--- config.mk ---
export PLATFORM = sky130hd
export DESIGN_NAME = ks_step_unit
export DESIGN_NICKNAME = d
export VERILOG_FILES = /design/src/rtl/ks_pkg.sv /design/src/rtl/ks_word_prep.sv /design/src/rtl/ks_sbox_lane.sv /design/src/rtl/ks_out_stage.sv /design/src/rtl/ks_step_unit.sv
export SDC_FILE = /design/constraint.sdc
export NUM_CORES = 2
export LEC_CHECK = 0
export BUFFER_PORTS_ARGS = -buffer_cell sky130_fd_sc_hd__buf_2
export CORE_ASPECT_RATIO = 1.75
export CORE_UTILIZATION = 65
export CTS_CLUSTER_SIZE = 25
export DETAILED_ROUTE_END_ITERATION = 6
export GPL_TIMING_DRIVEN = 0
export PLACE_DENSITY = 0.85
export SLEW_MARGIN = 25
export SYNTH_ARGS = -nofsm -noshare
export SYNTH_HDL_FRONTEND = slang
export SYNTH_HIERARCHICAL = 1
export SYNTH_SLANG_ARGS = --single-unit
--- constraint.sdc ---
create_clock -name clk -period 24.1 [get_ports clk]
set_clock_uncertainty 0.2 [all_clocks]
set_input_delay 4.82 -clock clk [delete_from_list [all_inputs] [get_ports clk]]
set_output_delay 4.82 -clock clk [all_outputs]
set_load 0.1 [all_outputs]
--- src/rtl/ks_pkg.sv ---
// Package for the key-expansion word step.
// Holds the widths, the GF(2^8) arithmetic and the forward S-box function.
// Assumes the AES field polynomial x^8+x^4+x^3+x+1.
package ks_pkg;

    localparam int BYTE_W = 8;

    // Multiply two field elements (shift-and-add with reduction by 0x1B).
    function automatic logic [7:0] gf_mul(input logic [7:0] a, input logic [7:0] b);
        logic [7:0] acc;
        logic [7:0] aa;
        acc = 8'h00;
        aa  = a;
        for (int i = 0; i < 8; i++) begin
            if (b[i]) acc = acc ^ aa;
            aa = aa[7] ? ({aa[6:0], 1'b0} ^ 8'h1B) : {aa[6:0], 1'b0};
        end
        return acc;
    endfunction

    // Multiplicative inverse as x^254 (zero maps to zero).
    function automatic logic [7:0] gf_inv(input logic [7:0] x);
        logic [7:0] sq;
        logic [7:0] acc;
        sq  = gf_mul(x, x);
        acc = 8'h01;
        for (int i = 1; i < 8; i++) begin
            acc = gf_mul(acc, sq);
            sq  = gf_mul(sq, sq);
        end
        return acc;
    endfunction

    // Forward S-box: field inverse followed by the affine map.
    function automatic logic [7:0] sbox_fwd(input logic [7:0] x);
        logic [7:0] v;
        logic [7:0] y;
        v = gf_inv(x);
        y = v ^ {v[6:0], v[7]} ^ {v[5:0], v[7:6]} ^ {v[4:0], v[7:5]} ^ {v[3:0], v[7:4]};
        return y ^ 8'h63;
    endfunction

endpackage

--- src/rtl/ks_word_prep.sv ---
// Word preparation stage.
// Selects the upper operand word, rotates it right by one byte for ordinary
// rounds, and picks the round constant and the reserved-code flag.
// Assumes FINAL_RND is the single code that skips rotation and constant.
module ks_word_prep #(
    parameter int DATA_W    = 64,
    parameter int RNUM_W    = 4,
    parameter int FINAL_RND = 10,
    parameter int ROT_BITS  = 8
) (
    input  logic [DATA_W-1:0]   src,
    input  logic [RNUM_W-1:0]   rnd,
    output logic [DATA_W/2-1:0] word_out,
    output logic [7:0]          rcon_out,
    output logic                reserved
);
    localparam int WORD_W = DATA_W / 2;

    logic [WORD_W-1:0] upper;
    logic              is_final;

    assign upper    = src[DATA_W-1:WORD_W];
    assign is_final = (rnd == RNUM_W'(FINAL_RND));
    assign reserved = (rnd > RNUM_W'(FINAL_RND));

    // Rotation: ordinary rounds rotate right, the final code passes through.
    always_comb begin
        if (is_final) word_out = upper;
        else          word_out = {upper[ROT_BITS-1:0], upper[WORD_W-1:ROT_BITS]};
    end

    // Round-constant selection; zero for the final and reserved codes.
    always_comb begin
        case (rnd)
            RNUM_W'(0): rcon_out = 8'h01;
            RNUM_W'(1): rcon_out = 8'h02;
            RNUM_W'(2): rcon_out = 8'h04;
            RNUM_W'(3): rcon_out = 8'h08;
            RNUM_W'(4): rcon_out = 8'h10;
            RNUM_W'(5): rcon_out = 8'h20;
            RNUM_W'(6): rcon_out = 8'h40;
            RNUM_W'(7): rcon_out = 8'h80;
            RNUM_W'(8): rcon_out = 8'h1B;
            RNUM_W'(9): rcon_out = 8'h36;
            default:    rcon_out = 8'h00;
        endcase
    end
endmodule

--- src/rtl/ks_sbox_lane.sv ---
// One byte lane of forward S-box substitution.
// Purely combinational; no assumptions beyond the AES field.
module ks_sbox_lane (
    input  logic [7:0] din,
    output logic [7:0] dout
);
    // Substitute the lane byte.
    always_comb dout = ks_pkg::sbox_fwd(din);
endmodule

--- src/rtl/ks_out_stage.sv ---
// Output register stage.
// Captures the duplicated word and the reserved flag on each accepted
// operation and holds them while idle. Reserved codes store zero.
module ks_out_stage #(
    parameter int WORD_W = 32
) (
    input  logic                clk,
    input  logic                rst_n,
    input  logic                take,
    input  logic [WORD_W-1:0]   word_in,
    input  logic                reserved_in,
    output logic                valid_q,
    output logic [2*WORD_W-1:0] result_q,
    output logic                illegal_q
);
    // Valid flag follows the accept strobe by one cycle.
    always_ff @(posedge clk) begin
        if (!rst_n) valid_q <= 1'b0;
        else        valid_q <= take;
    end

    // Result and flag registers, written only on an accepted operation.
    always_ff @(posedge clk) begin
        if (!rst_n) begin
            result_q  <= '0;
            illegal_q <= 1'b0;
        end else if (take) begin
            result_q  <= reserved_in ? '0 : {word_in, word_in};
            illegal_q <= reserved_in;
        end
    end
endmodule

--- src/rtl/ks_step_unit.sv ---
// Top level: key-expansion word step on a 64-bit operand.
// Prepares the upper word, substitutes each byte in its own lane, adds the
// round constant into the low byte and registers the duplicated result.
// Assumes a new operation may arrive every cycle; it never back-pressures.
module ks_step_unit #(
    parameter int DATA_W    = 64,
    parameter int RNUM_W    = 4,
    parameter int FINAL_RND = 10
) (
    input  logic              clk,
    input  logic              rst_n,
    input  logic              in_valid,
    output logic              in_ready,
    input  logic [DATA_W-1:0] src_op,
    input  logic [RNUM_W-1:0] rnd_num,
    output logic              out_valid,
    output logic [DATA_W-1:0] out_result,
    output logic              out_illegal
);
    localparam int WORD_W = DATA_W / 2;
    localparam int LANES  = WORD_W / ks_pkg::BYTE_W;

    logic [WORD_W-1:0] prep_word;
    logic [WORD_W-1:0] sub_word;
    logic [WORD_W-1:0] mixed_word;
    logic [7:0]        rcon;
    logic              reserved;

    assign in_ready = 1'b1;

    ks_word_prep #(
        .DATA_W(DATA_W), .RNUM_W(RNUM_W), .FINAL_RND(FINAL_RND), .ROT_BITS(ks_pkg::BYTE_W)
    ) u_prep (
        .src(src_op), .rnd(rnd_num), .word_out(prep_word),
        .rcon_out(rcon), .reserved(reserved)
    );

    for (genvar g = 0; g < LANES; g++) begin : g_lane
        ks_sbox_lane u_lane (
            .din (prep_word[g*8 +: 8]),
            .dout(sub_word[g*8 +: 8])
        );
    end

    // Round-constant mix into the least significant byte.
    always_comb begin
        mixed_word      = sub_word;
        mixed_word[7:0] = sub_word[7:0] ^ rcon;
    end

    ks_out_stage #(.WORD_W(WORD_W)) u_out (
        .clk(clk), .rst_n(rst_n), .take(in_valid), .word_in(mixed_word),
        .reserved_in(reserved), .valid_q(out_valid), .result_q(out_result),
        .illegal_q(out_illegal)
    );
endmodule

==> run_results.csv <==
group,metric,value,unit
sta,max_slew_margin,0.206,
cells_and_area,nFillCells,8122,
setup_path,path_buf_inv,12,
placement,gp_congestion,1.03,
floorplan,initial_core_util,0.655,
clocking,root_buffer,"clkbuf_16",
floorplan,ios,138,
clocking,clkLatencyLatePin,280,ps
sta,slew_viol_final,0,
setup_path,worstPathArrival,23280,ps
floorplan,die_height,415,um
sta,hold_viol,0,
synth,ys.flop_type,"dfxtp_1",
synth,synthTopCellsByCount,"1393 x xnor2_1, 1081 x nor2_1, 829 x nand2_1",
cells_and_area,nets,8223,
placement,dpl_cell_area,0.0655,mm2
cells_and_area,finalInstanceArea,0.0661,mm2
synth,synth_top_area_frac,0.193,
drt,wl_per_cell,20.3,um
synth,yosysTopAreaCell,"xnor2_1",
clocking,cts.reportedPaths.clkPinSlew,50,ps
sta,fin_crit_sh,0.965,
grt,grt_max_degree,13,
synth,ys_seq_area_frac,0.0107,
sta,fmaxAchievable,43.0,MHz
setup_path,critPathMostFrequentCell,"xnor2_1",
placement,dp.cells,9419,
synth,synth_seq_cells,34,
setup_path,critical_path.slowest_cell,"xnor2_1",
setup_path,cp-end-kind,"register",
clocking,cts_buffer_depth,2,
grt,grt_pass1_wl,308000,um
floorplan,design.core.area,0.0967,mm2
status,status,"finished, violations left",
clocking,cts_max_level,2,
floorplan,placementRows,151,
cells_and_area,areaGrowthSynthToFinish,4.32,%
drt,drt_iter0_markers,5699,
job,drv_cap,0,
drt,drc,4,
clocking,ctsHoldBuffers,0,
setup_path,required,24120,ps
setup_path,worstSetupPathType,"input port to register",
status,violations,"design-rule violations",
cells_and_area,finalNonFillerCells,9425,
synth,yosysWarningCount,6,
synth,synth_edf_count,0,
cells_and_area,final_core_util,0.683,
grt,grt_pass1_vias,60082,
cells_and_area,drive_above_1_share,0.129,
sta,period_needed,23270,ps
clocking,cts_resized,0,
cells_and_area,diodes,0,
synth,yosysMostFrequentCell,"xnor2_1",
synth,synth_area_leaders,"xnor2_1 19%, xnor3_1 13%, nor2_1 6.4%",
clocking,cts_tree,"done",
drt,viasPerCell,6.50,
clocking,postCtsSetupRepairBufs,0,
synth,avgSynthCellArea,7.90,um2
drt,ant_nets,0,
drt,vias,61242,
synth,synth.distinct_cells,121,
drt,drt_wl_total,192000,um
clocking,numCtsBuffers,5,
setup_path,cpPeakStageDelay,680,ps
setup_path,cpLargestDelayFamily,"XOR/XNOR gates",
setup_path,start_kind,"input port",
synth,syn_inst,8017,
grt,grt_overflow,0,
floorplan,dieWidth,238,um
placement,dpl.hpwl,148000,um
grt,antenna_found_initial,0,
clocking,cts.sinks,34,
sta,tightest_slew,1180,ps
synth,ys_async_sr_fraction,0,
sta,whs,305,ps
drt,first_pass_iters,7,
setup_path,crit_fanout,10,
floorplan,design.die.area,0.0988,mm2
synth,syn-num-nets,8116,
grt,grt_usage,0.374,
min_path,hp-class,"register to register",
sta,rsz0062_at_grt,"false",
placement,port_buffers,102,
sta,finalSetupViolCount,0,
synth,netlist_area,0.0634,mm2
-- through the flow --
stage	TNS [ps]	worst slack [ps]
after global routing	0	8.47
final	0	835
after global placement	0	179
after detailed placement	-219	-128
after CTS	0	28.6
after floorplan	0	3820
-- kinds of logic (layout without fill, tap and decap cells) --
| family | after synthesis | in the layout | synth area share |
|---|---|---|---|
| mux | 325 | 325 | 0.0564 |
| xor+xnor | 2501 | 2501 | 0.492 |
| buf+inv | 674 | 782 | 0.0535 |
| simple gates | 2938 | 2938 | 0.214 |
| compound gates | 1512 | 1512 | 0.167 |
| other cells | 1 | 1 | 0.0000592 |
| flops | 34 | 34 | 0.0107 |
| fa+ha+maj | 32 | 32 | 0.00616 |
-- sequential cells by signal (all words and copies together) (netlist names) --
register	count
u_out/illegal_q	1
u_out/result_q	32
u_out/valid_q	1
-- worst reg2reg max path: stages, from the launching register on --
cell and delay (ps):
dfxtp_1 380, nand3b_1 120, o21ai_2 70
-- per-layer routing --
| layer | vias to the layer above | wire length (um) | global-route usage |
|---|---|---|---|
| met5 | - | 0 | 0 |
| met4 | 0 | 14800 | 0.268 |
| met1 | 28885 | 67600 | 0.393 |
| met2 | 3227 | 97800 | 0.688 |
| li1 | 28101 | - | - |
| met3 | 1029 | 11500 | 0.0386 |
-- cells in the final DEF, fill, tap and decap left out, types with 51 or more instances in the layout --
| cell type | synthesis | layout |
|---|---|---|
| a211oi_1 | 60 | 60 |
| a21oi_1 | 308 | 308 |
| a22oi_1 | 68 | 68 |
| a31oi_1 | 64 | 64 |
| and2_1 | 53 | 53 |
| buf_1 | 56 | 51 |
| buf_2 | 127 | 229 |
| buf_4 | 83 | 83 |
| clkbuf_1 | 276 | 271 |
| mux2i_1 | 233 | 233 |
| nand2_1 | 829 | 829 |
| nand2b_1 | 97 | 97 |
| nand3_1 | 184 | 184 |
| nand3b_1 | 54 | 54 |
| nand4_1 | 56 | 56 |
| nor2_1 | 1081 | 1081 |
| nor2b_1 | 78 | 78 |
| nor3_1 | 211 | 211 |
| o21ai_0 | 217 | 217 |
| o21ai_1 | 81 | 81 |
| o22ai_1 | 108 | 108 |
| xnor2_1 | 1393 | 1364 |
| xnor2_2 | 176 | 203 |
| xnor3_1 | 356 | 356 |
| xor2_1 | 364 | 357 |
| xor3_1 | 52 | 52 |
-- final cells by class --
cell class                 instances  area (um2)  area share
clock inverter                     3        21.3    0.000322
multi-input combinational       7309       59700       0.904
clock buffer                       5         125     0.00189
tap                             1300        1630      0.0246
buffer                           588        3070      0.0465
inverter                          84         315     0.00477
sequential                        34         681      0.0103
timing repair buffer             102         510     0.00772
-- path summary, 6_finish.rpt --
check                                   from                               to  slack (ps)  cells after the start
max reg2reg  u_out/result_q[31]$_SDFFE_PN0P_  u_out/result_q[31]$_SDFFE_PN0P_       23270                      2
min          u_out/result_q[50]$_SDFFE_PN0P_  u_out/result_q[50]$_SDFFE_PN0P_         300                      2
max                               rnd_num[2]  u_out/result_q[32]$_SDFFE_PN0P_         830                     61
min reg2reg  u_out/result_q[50]$_SDFFE_PN0P_  u_out/result_q[50]$_SDFFE_PN0P_         300                      2
Power is left out: the tool's default activity adds up to more than one toggle a clock period on the data nets, which glitch-free logic cannot reach.
